$ cat src/rtl/srt_pkg.sv
package srt_pkg;

   // Identifies which requester a grant belongs to.
   typedef enum logic {
      SIDE_TX = 1'b0,
      SIDE_RX = 1'b1
   } side_e;

   // Global outstanding-read limit selected by the 3-bit code.
   function automatic int unsigned lim_from_code(input logic [2:0] code);
      case (code)
         3'd0:    return 1;
         3'd1:    return 2;
         3'd2:    return 3;
         3'd3:    return 4;
         3'd4:    return 8;
         3'd5:    return 12;
         3'd6:    return 16;
         default: return 32;
      endcase
   endfunction

endpackage

$ cat src/rtl/srt_cfg_decode.sv
module srt_cfg_decode #(
   parameter int CW         = 6,
   parameter int LEN_W      = 13,
   parameter int BASE_BYTES = 512
) (
   input  logic [2:0]       max_code,
   input  logic [1:0]       size_code,
   output logic [CW-1:0]    lim,
   output logic [LEN_W-1:0] cap
);
   import srt_pkg::*;

   localparam logic [LEN_W-1:0] BASE_L = LEN_W'(BASE_BYTES);

   always_comb begin
      lim = CW'(lim_from_code(max_code));
      cap = BASE_L << size_code;
   end
endmodule

$ cat src/rtl/srt_size_clamp.sv
module srt_size_clamp #(
   parameter int LEN_W = 13
) (
   input  logic [LEN_W-1:0] want,
   input  logic [LEN_W-1:0] cap,
   output logic [LEN_W-1:0] sized
);
   always_comb sized = (want > cap) ? cap : want;
endmodule

$ cat src/rtl/srt_rr_arb.sv
module srt_rr_arb #(
   parameter bit FIRST_RX = 1'b0
) (
   input  logic clk,
   input  logic rst_n,
   input  logic tx_ok,
   input  logic rx_ok,
   output logic tx_win,
   output logic rx_win
);
   logic favor_rx;

   always_comb begin
      tx_win = tx_ok && (!rx_ok || !favor_rx);
      rx_win = rx_ok && (!tx_ok || favor_rx);
   end

   always_ff @(posedge clk or negedge rst_n) begin
      if (!rst_n)      favor_rx <= FIRST_RX;
      else if (tx_win) favor_rx <= 1'b1;
      else if (rx_win) favor_rx <= 1'b0;
   end
endmodule

$ cat src/rtl/srt_out_counter.sv
module srt_out_counter #(
   parameter int CW = 6
) (
   input  logic          clk,
   input  logic          rst_n,
   input  logic          up,
   input  logic          down,
   output logic [CW-1:0] level
);
   logic down_eff;

   always_comb down_eff = down && (level != '0);

   always_ff @(posedge clk or negedge rst_n) begin
      if (!rst_n) begin
         level <= '0;
      end else begin
         case ({up, down_eff})
            2'b10:   level <= level + CW'(1);
            2'b01:   level <= level - CW'(1);
            default: level <= level;
         endcase
      end
   end
endmodule

$ cat src/rtl/srd_throttle.sv
module srd_throttle #(
   parameter int LEN_W      = 13,
   parameter int CW         = 6,
   parameter int SHR_W      = 5,
   parameter int BASE_BYTES = 512,
   parameter bit FIRST_RX   = 1'b0
) (
   input  logic             clk,
   input  logic             rst_n,
   input  logic             tx_req,
   input  logic [LEN_W-1:0] tx_len,
   input  logic             rx_req,
   input  logic [LEN_W-1:0] rx_len,
   input  logic             cpl_done,
   input  logic [2:0]       max_out_code,
   input  logic [SHR_W-1:0] shared_lim,
   input  logic [1:0]       rd_size_code,
   output logic             tx_gnt,
   output logic             rx_gnt,
   output logic [LEN_W-1:0] gnt_bytes
);
   import srt_pkg::*;

   localparam int NSIDE = 2;

   if ((1 << CW) <= 32) begin : g_bad_cw
      $error("srd_throttle: CW too narrow to hold 32 outstanding reads");
   end
   if (CW < SHR_W) begin : g_bad_shr
      $error("srd_throttle: SHR_W must not exceed CW");
   end
   if (BASE_BYTES * 8 >= (1 << LEN_W)) begin : g_bad_len
      $error("srd_throttle: LEN_W too narrow for the largest read size");
   end

   logic [CW-1:0]    outstanding;
   logic [CW-1:0]    glob_max;
   logic [LEN_W-1:0] cap_bytes;
   logic [CW-1:0]    shr_ext;
   logic             below_max, below_shared;
   logic             tx_ok, rx_ok;
   logic [LEN_W-1:0] want_len [NSIDE];
   logic [LEN_W-1:0] sized_len[NSIDE];

   srt_cfg_decode #(.CW(CW), .LEN_W(LEN_W), .BASE_BYTES(BASE_BYTES)) u_dec (
      .max_code  (max_out_code),
      .size_code (rd_size_code),
      .lim       (glob_max),
      .cap       (cap_bytes)
   );

   always_comb begin
      shr_ext      = CW'(shared_lim);
      below_max    = outstanding < glob_max;
      below_shared = (shr_ext == '0) || (outstanding < shr_ext);
      tx_ok        = tx_req && below_max && below_shared;
      rx_ok        = rx_req && below_max;
      want_len[SIDE_TX] = tx_len;
      want_len[SIDE_RX] = rx_len;
   end

   for (genvar s = 0; s < NSIDE; s++) begin : g_clamp
      srt_size_clamp #(.LEN_W(LEN_W)) u_clamp (
         .want  (want_len[s]),
         .cap   (cap_bytes),
         .sized (sized_len[s])
      );
   end

   srt_rr_arb #(.FIRST_RX(FIRST_RX)) u_arb (
      .clk    (clk),
      .rst_n  (rst_n),
      .tx_ok  (tx_ok),
      .rx_ok  (rx_ok),
      .tx_win (tx_gnt),
      .rx_win (rx_gnt)
   );

   srt_out_counter #(.CW(CW)) u_cnt (
      .clk   (clk),
      .rst_n (rst_n),
      .up    (tx_gnt || rx_gnt),
      .down  (cpl_done),
      .level (outstanding)
   );

   always_comb begin
      if (tx_gnt)      gnt_bytes = sized_len[SIDE_TX];
      else if (rx_gnt) gnt_bytes = sized_len[SIDE_RX];
      else             gnt_bytes = '0;
   end
endmodule

$ cat config.mk
export PLATFORM = sky130hd
export DESIGN_NAME = srd_throttle
export DESIGN_NICKNAME = d
export VERILOG_FILES = /design/src/rtl/srt_pkg.sv /design/src/rtl/srt_cfg_decode.sv /design/src/rtl/srt_size_clamp.sv /design/src/rtl/srt_rr_arb.sv /design/src/rtl/srt_out_counter.sv /design/src/rtl/srd_throttle.sv
export SDC_FILE = /design/constraint.sdc
export NUM_CORES = 1
export LEC_CHECK = 0
export ABC_AREA = 1
export BUFFER_PORTS_ARGS = -buffer_cell sky130_fd_sc_hd__buf_2
export CAP_MARGIN = 20
export CORE_MARGIN = 2
export CORE_UTILIZATION = 38
export DETAILED_ROUTE_END_ITERATION = 12
export PLACE_DENSITY = 0.7
export SLEW_MARGIN = 20
export SYNTH_ARGS = -nofsm -noshare
export SYNTH_HDL_FRONTEND = slang
export SYNTH_SLANG_ARGS = --single-unit
$ cat constraint.sdc
create_clock -name clk -period 3.2 [get_ports clk]
set_clock_uncertainty 0.2 [all_clocks]
set_input_delay 0.16 -clock clk [delete_from_list [all_inputs] [get_ports clk]]
set_output_delay 0.16 -clock clk [all_outputs]
set_load 0.01 [all_outputs]
==> key figures <==
Finish
  – Nets: 398
  – Share of layout cells above drive strength 1: 20.72%
  – Post-Route Utilization: 49.31%
  – # diodes: 0
  – P&R area growth vs syn: 22.72%
  – Final Non-Filler Cells: 383
  – Cell area after layout: 2001 um2

Clock network
  – Num CTS Buffers: 3
  – Clk Latency, worst-skew pair: 0.23 ns
  – Longest Clk Path Bufs: 2
  – Clk slew on worst S/H paths: 0.04 ns
  – Post CTS Setup Buffer Count: 0
  – Root Buffer: clkbuf_8
  – TritonCTS clock tree: built
  – Num Clock Sinks: 7
  – H-tree Lvls: 1

Logic synthesis
  – Largest family of logic cells by synthesized area: simple AND/OR/NAND/NOR gates
  – Synthesized flop and latch total: 7
  – Cell area after synthesis: 1630 um2
  – Cells after Synth: 277
  – Mean post-synth cell area: 5.886 um2
  – Synth Area in XOR/XNOR: 1.612%
  – Mapped Nets: 341
  – Warnings, synthesis: 0
  – Mux contribution to synthesized area: 0%
  – Netlist cell types: 32
  – Post-Synth Adder-Cell Area: 18.11%
  – Compound-Gate Fraction of Synth Area: 12.28%
  – Register area share after synthesis: 10.74%
  – Synth Area in Simple Gates: 42.44%

STA
  – Final Hold Viols: 0
  – FMAX: 340.8 MHz
  – Period utilization: 91.71%
  – Slew @ Worst Pin: 0.5012 ns
  – Worst setup margin: 0.2654 ns
  – Final setup vio count: 0
  – Slew Limit Headroom: 66.49%
  – Worst hold slack: 0.09054 ns
  – Setup TNS Final: 0 ns
  – RSZ-0062 raised after global routing: no
  – Slew Limit Fails: 0
  – Min Tclk post-route: 2.935 ns

Critical path
  – Slowest Stage Delay on Critical Path: 0.45 ns
  – Setup slack, reg-to-reg: 0.27 ns
  – Crit path capture type: flip-flop
  – WS Path Type: flip-flop to flip-flop
  – Worst-path cell chain: ha_1, a21o_1, nor2_1, nand3_1, a21oi_4, nor2_1, ha_4, ha_1, nand2_1, nand2_1, a31oi_1, nand2_1, nand2_1, o22ai_1
  – RR Endpoint: u_cnt.level[3]
  – Worst endpoint required time: 3.11 ns
  – CP delay by family, top: adder cells
  – Reg2reg start: u_cnt.level[5]
  – Startpoint class of the critical path: flip-flop
  – Worst Path Max Fanout: 7
  – Critical Path AT: 2.84 ns
  – WP buf/inv: 0
  – R2R depth: 14
  – Crit-path slowest cell: dfrtp_1
  – Critical path's most frequent cell: nand2_1

Placement
  – Post-Place Cells: 378
  – Dpl hpwl: 3372 um
  – Routability cong.: 0.8490
  – Placed standard-cell area: 1933 um2
  – Port bufs: 55
  – Post-place setup slack: 0.1447 ns

Global route
  – First-pass GRT wire length: 7155 um
  – Gr usage total: 17.43%
  – Largest net degree at the start of global routing: 17
  – GR Overflow Total: 0
  – Vias in the first global route: 1671
  – Initial antenna violation count: 0

Route
  – Drt pass-1 iters: 4
  – Routed via count: 1841
  – Final ANT Viol Nets: 0
  – DRC: 0
  – Average vias per placed instance: 4.807
  – Final WL: 3953 um
  – WL per Instance: 10.32 um
  – Drt initial violations: 96

Floorplan
  – Die X: 69.50 um
  – Starting Density: 40.18%
  – Die area: 4830 um2
  – Die height: 69.50 um
  – Row count: 23
  – # IOs: 56
  – Core Box Area: 4058 um2

Min path
  – Hold Path Class: primary input to asynchronous set/reset pin

Outcome
  – Outcome: finished clean

Power and ir drop
  – Tot Pwr: 1.282 mW
  – PwrDens: 640.6 nW/um2
  – Peak VDD IR: 0.3547 mV
  – Leakage: 1.242 nW

Job
  – Maxcap violations: 0
per-layer routing:
metal  GRT usage [%]  vias up  part of all wire, %
met1           23.57      796                   49
met2           29.38       35                   46
met4           3.704        0                 0.63
met3           2.471        4                  4.0
li1                -     1006                    -
met5               0        -                    0
cell families after synthesis:
family	Yosys count
xor gates and xnor gates	3
DFF	7
AOI/OAI and AO/OA	32
buffers and inverters	57
and+or+nand+nor	155
adders and majority gates	23
cells in the mapped netlist, drive strengths merged:
| cell type | number | area, um2 |
|---|---|---|
| nor2 | 31 | 135.1 |
| nand4 | 3 | 18.77 |
| a21o | 2 | 15.01 |
| xor2 | 2 | 17.52 |
| o21ai | 6 | 30.03 |
| dfrtp | 7 | 175.2 |
| inv | 51 | 191.4 |
| buf | 5 | 46.29 |
| a31oi | 1 | 6.260 |
| clkbuf | 1 | 3.750 |
| fa | 1 | 20.02 |
| a21oi | 13 | 76.33 |
| o21bai | 2 | 15.01 |
| o31ai | 1 | 7.510 |
| ha | 22 | 275.3 |
| a21boi | 5 | 37.54 |
| nand3 | 46 | 235.2 |
| o22ai | 2 | 12.51 |
| or2 | 1 | 6.260 |
| nor3 | 3 | 15.01 |
| and2 | 1 | 6.260 |
| nand2 | 70 | 275.3 |
| xnor2 | 1 | 8.760 |
flip-flops by register name (all words and copies together), names as in the netlist:
| name | flops |
|---|---|
| u_cnt.level | 6 |
| u_arb.favor_rx | 1 |
where the power goes:
group / switching [mW] / leakage, nW / total [mW] / internal (mW)
clock network: 0.0422 / 0.0228 / 0.129 / 0.0866
logic: 0.556 / 1.14 / 0.938 / 0.382
registers: 0.0755 / 0.0841 / 0.215 / 0.140
total: 0.674 / 1.24 / 1.28 / 0.608
area by class of cell:
| cell class | count | area [um2] |
|---|---|---|
| fillers | 432 | 2057 |
| multi-input cells | 213 | 1226 |
| repair buffers | 58 | 300.3 |
| inverters | 51 | 191.4 |
| flip-flops and latches | 7 | 175.2 |
| well taps | 50 | 62.56 |
| clock buffers | 4 | 45.04 |
worst max-delay path by stage:
stage	cells past startpoint	slack, ns	to	from
3_3_place_gp	14	0.22	u_cnt.level[3]	u_cnt.level[5]
2_1_floorplan	16	0.23	u_cnt.level[5]	u_cnt.level[5]
6_report	14	0.27	u_cnt.level[3]	u_cnt.level[5]
5_1_grt	16	0.01	u_cnt.level[4]	u_cnt.level[5]
4_1_cts	14	0.15	u_cnt.level[3]	u_cnt.level[5]
3_5_place_dp	14	0.14	u_cnt.level[3]	u_cnt.level[5]
cell usage in the layout, fill, tap and decap left out:
cell and n:
nand3_2 1, inv_1 50, a21boi_0 5, buf_2 55, xnor2_1 1, a21o_1 2
o22ai_1 2, o31ai_1 1, clkbuf_1 1, and2_1 1, ha_1 21, o21ai_0 6
nor2_1 29, fa_1 1, ha_4 1, nand2_4 1, a21oi_4 1, clkbuf_8 3
dfrtp_1 7, nand4_1 3, inv_2 1, buf_4 2, a21oi_1 12, nand3_1 45
xor2_1 2, nand2_2 2, nor3_1 3, nand2_1 67, a31oi_1 1, or2_0 1
nor2_8 1, o21bai_1 2, nor2_2 1, dlygate4sd3_1 1
repair_timing:
action | CTS | global route
hold endpoints to repair | 7 | 0
hold buffers | 1 | 0
endpoints found under the setup margin | 0 | 3
resized for setup | 0 | 2
Note: power is estimated with default switching activity, not from simulation.
